===== src/rtl/vc_pkg.sv =====
package vc_pkg;
  // how the entry written by a push was chosen, in priority order
  typedef enum logic [1:0] {
    SLOT_MERGE = 2'd0,  // pushed tag already resident
    SLOT_SWAP  = 2'd1,  // entry freed by a same-cycle lookup hit
    SLOT_FREE  = 2'd2,  // lowest invalid entry
    SLOT_EVICT = 2'd3   // round-robin victim of a full buffer
  } slot_kind_e;
endpackage


===== src/rtl/vc_match.sv =====
module vc_match #(
  parameter int ENTRIES = 8,
  parameter int TAG_W   = 22,
  localparam int IDX_W  = $clog2(ENTRIES)
) (
  input  logic                            en,
  input  logic [TAG_W-1:0]                key,
  input  logic [ENTRIES-1:0][TAG_W-1:0]   tags,
  input  logic [ENTRIES-1:0]              valid,
  output logic [ENTRIES-1:0]              hit_vec,
  output logic                            hit,
  output logic [IDX_W-1:0]                hit_idx
);
  function automatic logic [IDX_W-1:0] onehot_to_idx(input logic [ENTRIES-1:0] v);
    logic [IDX_W-1:0] r;
    r = '0;
    for (int i = 0; i < ENTRIES; i++)
      if (v[i]) r = r | IDX_W'(i);
    return r;
  endfunction

  for (genvar i = 0; i < ENTRIES; i++) begin : g_cmp
    assign hit_vec[i] = en & valid[i] & (tags[i] == key);
  end

  assign hit     = |hit_vec;
  assign hit_idx = onehot_to_idx(hit_vec);
endmodule


===== src/rtl/vc_alloc.sv =====
module vc_alloc
  import vc_pkg::*;
#(
  parameter int ENTRIES = 8,
  localparam int IDX_W  = $clog2(ENTRIES)
) (
  input  logic               clk,
  input  logic               rst_n,
  input  logic               push_valid,
  input  logic               push_hit,
  input  logic [IDX_W-1:0]   push_idx,
  input  logic               look_hit,
  input  logic [IDX_W-1:0]   look_idx,
  input  logic [ENTRIES-1:0] valid,
  output logic [IDX_W-1:0]   slot_idx,
  output slot_kind_e         kind,
  output logic               evict,
  output logic [IDX_W-1:0]   rr
);
  function automatic logic [IDX_W-1:0] lowest_free(input logic [ENTRIES-1:0] v);
    logic [IDX_W-1:0] r;
    r = '0;
    for (int i = ENTRIES - 1; i >= 0; i--)
      if (!v[i]) r = IDX_W'(i);
    return r;
  endfunction

  function automatic logic [IDX_W-1:0] rr_next(input logic [IDX_W-1:0] p);
    return (p == IDX_W'(ENTRIES - 1)) ? '0 : p + 1'b1;
  endfunction

  logic               any_free;
  logic [IDX_W-1:0]   rr_q;

  assign any_free = ~&valid;

  always_comb begin
    if (push_hit) begin
      kind = SLOT_MERGE;  slot_idx = push_idx;
    end else if (look_hit) begin
      kind = SLOT_SWAP;   slot_idx = look_idx;
    end else if (any_free) begin
      kind = SLOT_FREE;   slot_idx = lowest_free(valid);
    end else begin
      kind = SLOT_EVICT;  slot_idx = rr_q;
    end
  end

  assign evict = push_valid && (kind == SLOT_EVICT);
  assign rr    = rr_q;

  always_ff @(posedge clk) begin
    if (!rst_n)     rr_q <= '0;
    else if (evict) rr_q <= rr_next(rr_q);
  end
endmodule


===== src/rtl/victim_cache.sv =====
module victim_cache
  import vc_pkg::*;
#(
  parameter int ADDR_W  = 24,
  parameter int OFS_W   = 2,
  parameter int BLK_W   = 32,
  parameter int ENTRIES = 8,
  localparam int TAG_W  = ADDR_W - OFS_W,
  localparam int IDX_W  = $clog2(ENTRIES)
) (
  input  logic              clk,
  input  logic              rst_n,
  input  logic              push_valid,
  input  logic [ADDR_W-1:0] push_addr,
  input  logic [BLK_W-1:0]  push_data,
  input  logic              push_dirty,
  input  logic              look_valid,
  input  logic [ADDR_W-1:0] look_addr,
  output logic              res_valid,
  output logic              res_hit,
  output logic [BLK_W-1:0]  res_data,
  output logic              res_dirty,
  output logic              wb_valid,
  output logic [ADDR_W-1:0] wb_addr,
  output logic [BLK_W-1:0]  wb_data
);
  function automatic logic [TAG_W-1:0] blk_tag(input logic [ADDR_W-1:0] a);
    return a[ADDR_W-1:OFS_W];
  endfunction

  function automatic logic [ADDR_W-1:0] blk_addr(input logic [TAG_W-1:0] t);
    return {t, {OFS_W{1'b0}}};
  endfunction

  // entry storage
  logic [ENTRIES-1:0][TAG_W-1:0] tag_q;
  logic [ENTRIES-1:0][BLK_W-1:0] data_q;
  logic [ENTRIES-1:0]            valid_q;
  logic [ENTRIES-1:0]            dirty_q;

  // named internal events (observed by the checker)
  logic [ENTRIES-1:0] look_hit_vec, push_hit_vec;
  logic               look_hit, push_hit;
  logic [IDX_W-1:0]   look_idx, push_idx, slot_idx, rr;
  slot_kind_e         kind;
  logic               evict;
  logic               evict_dirty;

  vc_match #(.ENTRIES(ENTRIES), .TAG_W(TAG_W)) u_look_match (
    .en(look_valid), .key(blk_tag(look_addr)), .tags(tag_q), .valid(valid_q),
    .hit_vec(look_hit_vec), .hit(look_hit), .hit_idx(look_idx)
  );

  vc_match #(.ENTRIES(ENTRIES), .TAG_W(TAG_W)) u_push_match (
    .en(push_valid), .key(blk_tag(push_addr)), .tags(tag_q), .valid(valid_q),
    .hit_vec(push_hit_vec), .hit(push_hit), .hit_idx(push_idx)
  );

  vc_alloc #(.ENTRIES(ENTRIES)) u_alloc (
    .clk(clk), .rst_n(rst_n), .push_valid(push_valid),
    .push_hit(push_hit), .push_idx(push_idx),
    .look_hit(look_hit), .look_idx(look_idx), .valid(valid_q),
    .slot_idx(slot_idx), .kind(kind), .evict(evict), .rr(rr)
  );

  assign evict_dirty = evict & valid_q[slot_idx] & dirty_q[slot_idx];

  always_ff @(posedge clk) begin
    if (!rst_n) begin
      tag_q     <= '0;
      data_q    <= '0;
      valid_q   <= '0;
      dirty_q   <= '0;
      res_valid <= 1'b0;
      res_hit   <= 1'b0;
      res_data  <= '0;
      res_dirty <= 1'b0;
      wb_valid  <= 1'b0;
      wb_addr   <= '0;
      wb_data   <= '0;
    end else begin
      res_valid <= look_valid;
      res_hit   <= look_hit;
      res_data  <= look_hit ? data_q[look_idx] : '0;
      res_dirty <= look_hit & dirty_q[look_idx];
      // returned block leaves the buffer; a push into the same slot wins below
      if (look_hit) valid_q[look_idx] <= 1'b0;
      wb_valid <= evict_dirty;
      if (evict_dirty) begin
        wb_addr <= blk_addr(tag_q[slot_idx]);
        wb_data <= data_q[slot_idx];
      end
      if (push_valid) begin
        tag_q[slot_idx]   <= blk_tag(push_addr);
        data_q[slot_idx]  <= push_data;
        valid_q[slot_idx] <= 1'b1;
        dirty_q[slot_idx] <= push_dirty | ((kind == SLOT_MERGE) & dirty_q[slot_idx]);
      end
    end
  end
endmodule


===== config.mk =====
export PLATFORM = sky130hd
export DESIGN_NAME = victim_cache
export DESIGN_NICKNAME = d
export VERILOG_FILES = /design/src/rtl/vc_pkg.sv /design/src/rtl/vc_match.sv /design/src/rtl/vc_alloc.sv /design/src/rtl/victim_cache.sv
export SDC_FILE = /design/constraint.sdc
export NUM_CORES = 2
export LEC_CHECK = 0
export ABC_AREA = 1
export BUFFER_PORTS_ARGS = -buffer_cell sky130_fd_sc_hd__buf_2
export CAP_MARGIN = 5
export CORE_MARGIN = 4
export CORE_UTILIZATION = 43
export DETAILED_ROUTE_END_ITERATION = 10
export MAX_ROUTING_LAYER = met4
export PLACE_DENSITY = 0.72
export SLEW_MARGIN = 0
export SYNTH_ARGS = -nofsm -noshare
export SYNTH_HDL_FRONTEND = slang
export SYNTH_SLANG_ARGS = --single-unit

===== constraint.sdc =====
create_clock -name clk -period 3.29 [get_ports clk]
set_input_delay 0.1645 -clock clk [delete_from_list [all_inputs] [get_ports clk]]
set_output_delay 0.1645 -clock clk [all_outputs]
set_load 0.005 [all_outputs]

==> flow_metrics.tcl <==
set metrics [dict create \
    drt_iter0_markers 4489 \
    status "finished with violations" \
    grt_overflow 0 \
    die_w_um 272 \
    netlist_instances 4797 \
    antenna_found_initial 4 \
    cp.required_ns 3.83 \
    period_minus_slack_ns 3.37 \
    cts_buffer_depth 3 \
    grt_usage_pct 38.1 \
    clk_pin_slew_ns 0.06 \
    dp.cells 6001 \
    initial_core_util_pct 43.5 \
    clock_sinks 541 \
    grt_max_degree 200 \
    drc 0 \
    r2r_start "tag_q[60]" \
    power_density_nw_per_um2 428 \
    finalHoldViolCount 0 \
    cp-startpoint "tag_q[60]" \
    synth_edf_count 0 \
    finClkSkew_ns 0.0166 \
    report.final.slew_viol_count 0 \
    drive_above_1_share_pct 19.2 \
    drt.antenna.violating_nets 0 \
    htree_num_levels 2 \
    worstHoldPathType "in2reg" \
    crit_path_end_kind "flop" \
    tightest_slew_ns 0.914 \
    numCtsBuffers 58 \
    final_cell_mix "nand2_1 (1554), a21oi_1 (545), o21ai_0 (535), dfxtp_1 (475), buf_4 (403)" \
    fmax_mhz 296 \
    ir_drop_v 0.000414 \
    clock-root-buffer "clkbuf_16" \
    drv_cap 0 \
    finalSetupViolCount 18 \
    area_delta_synth_final_pct 28.4 \
    cts_tree "yes" \
    cp_data_arrival_time_ns 3.91 \
    rsz0062_at_grt "yes" \
    instances_no_fill 6200 \
    viasPerCell 5.77 \
    placeableCoreArea_um2 68800 \
    gp_congestion 1.14 \
    final_common_cell "nand2_1" \
    drt_wl_total_mm 149 \
    grt_pass1_wl_mm 208 \
    port_buffers 170 \
    setup_slack_ns -0.0835 \
    rows 96 \
    cp_max_fo 6 \
    start_kind "flop" \
    syn_area_per_cell_um2 6.25 \
    yosysWarningCount 0 \
    final_nets 5304 \
    wl_per_cell_um 24.0 \
    placed_cell_area_um2 34800 \
    violations "setup timing" \
    dp_hpwl_mm 104 \
    p_leak_nw 17.7 \
    fp.dieArea_um2 74000 \
    ys_seq_area_share_pct 36.2 \
    clk_latency_ns 0.65 \
    grt_pass1_vias 31900 \
    ios 177 \
    vias 35800 \
    synth_ff_type "dfxtp_1" \
    post-route-period-util_pct 103 \
    worstHoldStart "look_valid" \
    synthArstFlopShare_pct 0 \
    ys_types 38 \
    final_area_um2 38500 \
    critPathKind "reg2reg" \
    ys_ff_latch 541 \
    synth_area_um2 30000 \
    drtPass1Iterations 6 \
    relSlewSlack_pct 39.1 \
    die-height_um 272 \
]
## kinds of logic after synthesis
| group | count (synthesis) | synth area share [%] |
|---|---|---|
| AOI/OAI and AO/OA | 1234 | 21.7 |
| DFF | 541 | 36.2 |
| adders and majority gates | 2 | 0.0835 |
| and+or+nand+nor | 2321 | 30.8 |
| buffers and inverters | 633 | 9.34 |
| other | 1 | 0.0125 |
| xor gates and xnor gates | 65 | 1.90 |
## layout make-up
type | count | area [um2]
antenna | 3 | 7.51
clock buffer | 79 | 1660
clock inverter | 30 | 372
fill | 6680 | 30400
inverter | 268 | 1020
multi-input combinational | 3626 | 16800
sequential | 541 | 10900
tap | 931 | 1160
timing repair buffer | 722 | 6470
## repair_timing
item                       CTS  global route
setup endpoints to repair  442           525
pin swaps                    2            45
setup buffers                1            28
resized for setup           18           203
hold buffers                41             0
hold endpoints to repair   276             0
gates cloned                 1            16
## worst max-delay path: stages (launching register included)
cell and delay [ns]:
dfxtp_1 0.34, xnor2_1 0.46, buf_4 0.21, nand3_1 0.13, nor2_1 0.17, nand3_2 0.13
nand2_4 0.10, nor2_4 0.07, nand3_1 0.10, nand3_1 0.14, nand2_4 0.15, nand2_1 0.12
inv_4 0.15, nand2_1 0.08, nand2_2 0.08, nor2_4 0.04, buf_12 0.13, clkbuf_16 0.18
buf_16 0.14, buf_4 0.14, a21oi_2 0.14, nor2_1 0.06
## flip-flops by register name, summed over array words and instances (netlist names), 3 cells and up
signal / count
u_alloc.rr: 3
res_data: 32
dirty_q: 8
data_q: 256
wb_data: 32
wb_addr: 22
tag_q: 176
valid_q: 8
## cells in the mapped netlist, types with 3 or more instances
master	instances	area (um2)
nand2_1	1584	5950
o21ai_0	550	2750
a21oi_1	549	2750
dfxtp_1	541	10800
nor2_1	385	1450
nand3_1	328	1640
inv_1	223	837
buf_2	185	926
clkbuf_1	130	488
a221oi_1	62	543
xnor2_1	47	412
inv_2	43	161
o21ai_1	42	210
buf_4	25	188
a22o_1	20	175
xor2_1	18	158
buf_6	13	146
buf_1	12	45.0
nand2_2	9	56.3
a22oi_1	3	22.5
nor2_2	3	18.8
nor2_4	3	33.8
## metal layers
layer,wire length [um],vias up,global-route usage (%)
li1,-,16500,-
met1,58100,16500,48.9
met2,64600,2311,57.8
met3,15500,517,5.44
met4,10500,0,20.9
met5,0,-,-
## stage by stage
step	total power (W)	util [%]	setup WS (ns)	hold WS, ns	setup TNS [ns]
after floorplan	0.00816	-	0.947	0.395	0
after CTS	0.0162	54.2	0.00152	0.00566	0
after detailed placement	0.00920	50.5	-0.361	0.465	-19.53
after global routing	0.0169	55.9	-0.0906	0.000879	-0.661
final	0.0165	55.9	-0.0835	0.0176	-0.351
after global placement	0.00919	50.5	-0.329	0.456	-15.75
## path summary, 6_finish.rpt
| path | cells after the start | slack (ns) | endpoint |
|---|---|---|---|
| worst max-delay path | 21 | -0.08 | wb_data[12] |
| worst min-delay path | 4 | 0.02 | res_valid |
| worst max register to register | 21 | -0.08 | wb_data[12] |
| worst min register to register | 2 | 0.48 | wb_addr[11] |
## power by group
part | leakage (nW) | internal [W] | switching, W | total, W
Combinational | 12.3 | 0.000956 | 0.00162 | 0.00257
Sequential | 4.41 | 0.00668 | 0.000146 | 0.00682
Clock | 1.02 | 0.00409 | 0.00296 | 0.00706
Total | 17.7 | 0.0117 | 0.00473 | 0.0165
No activity file was read; power rests on OpenSTA's default activity.
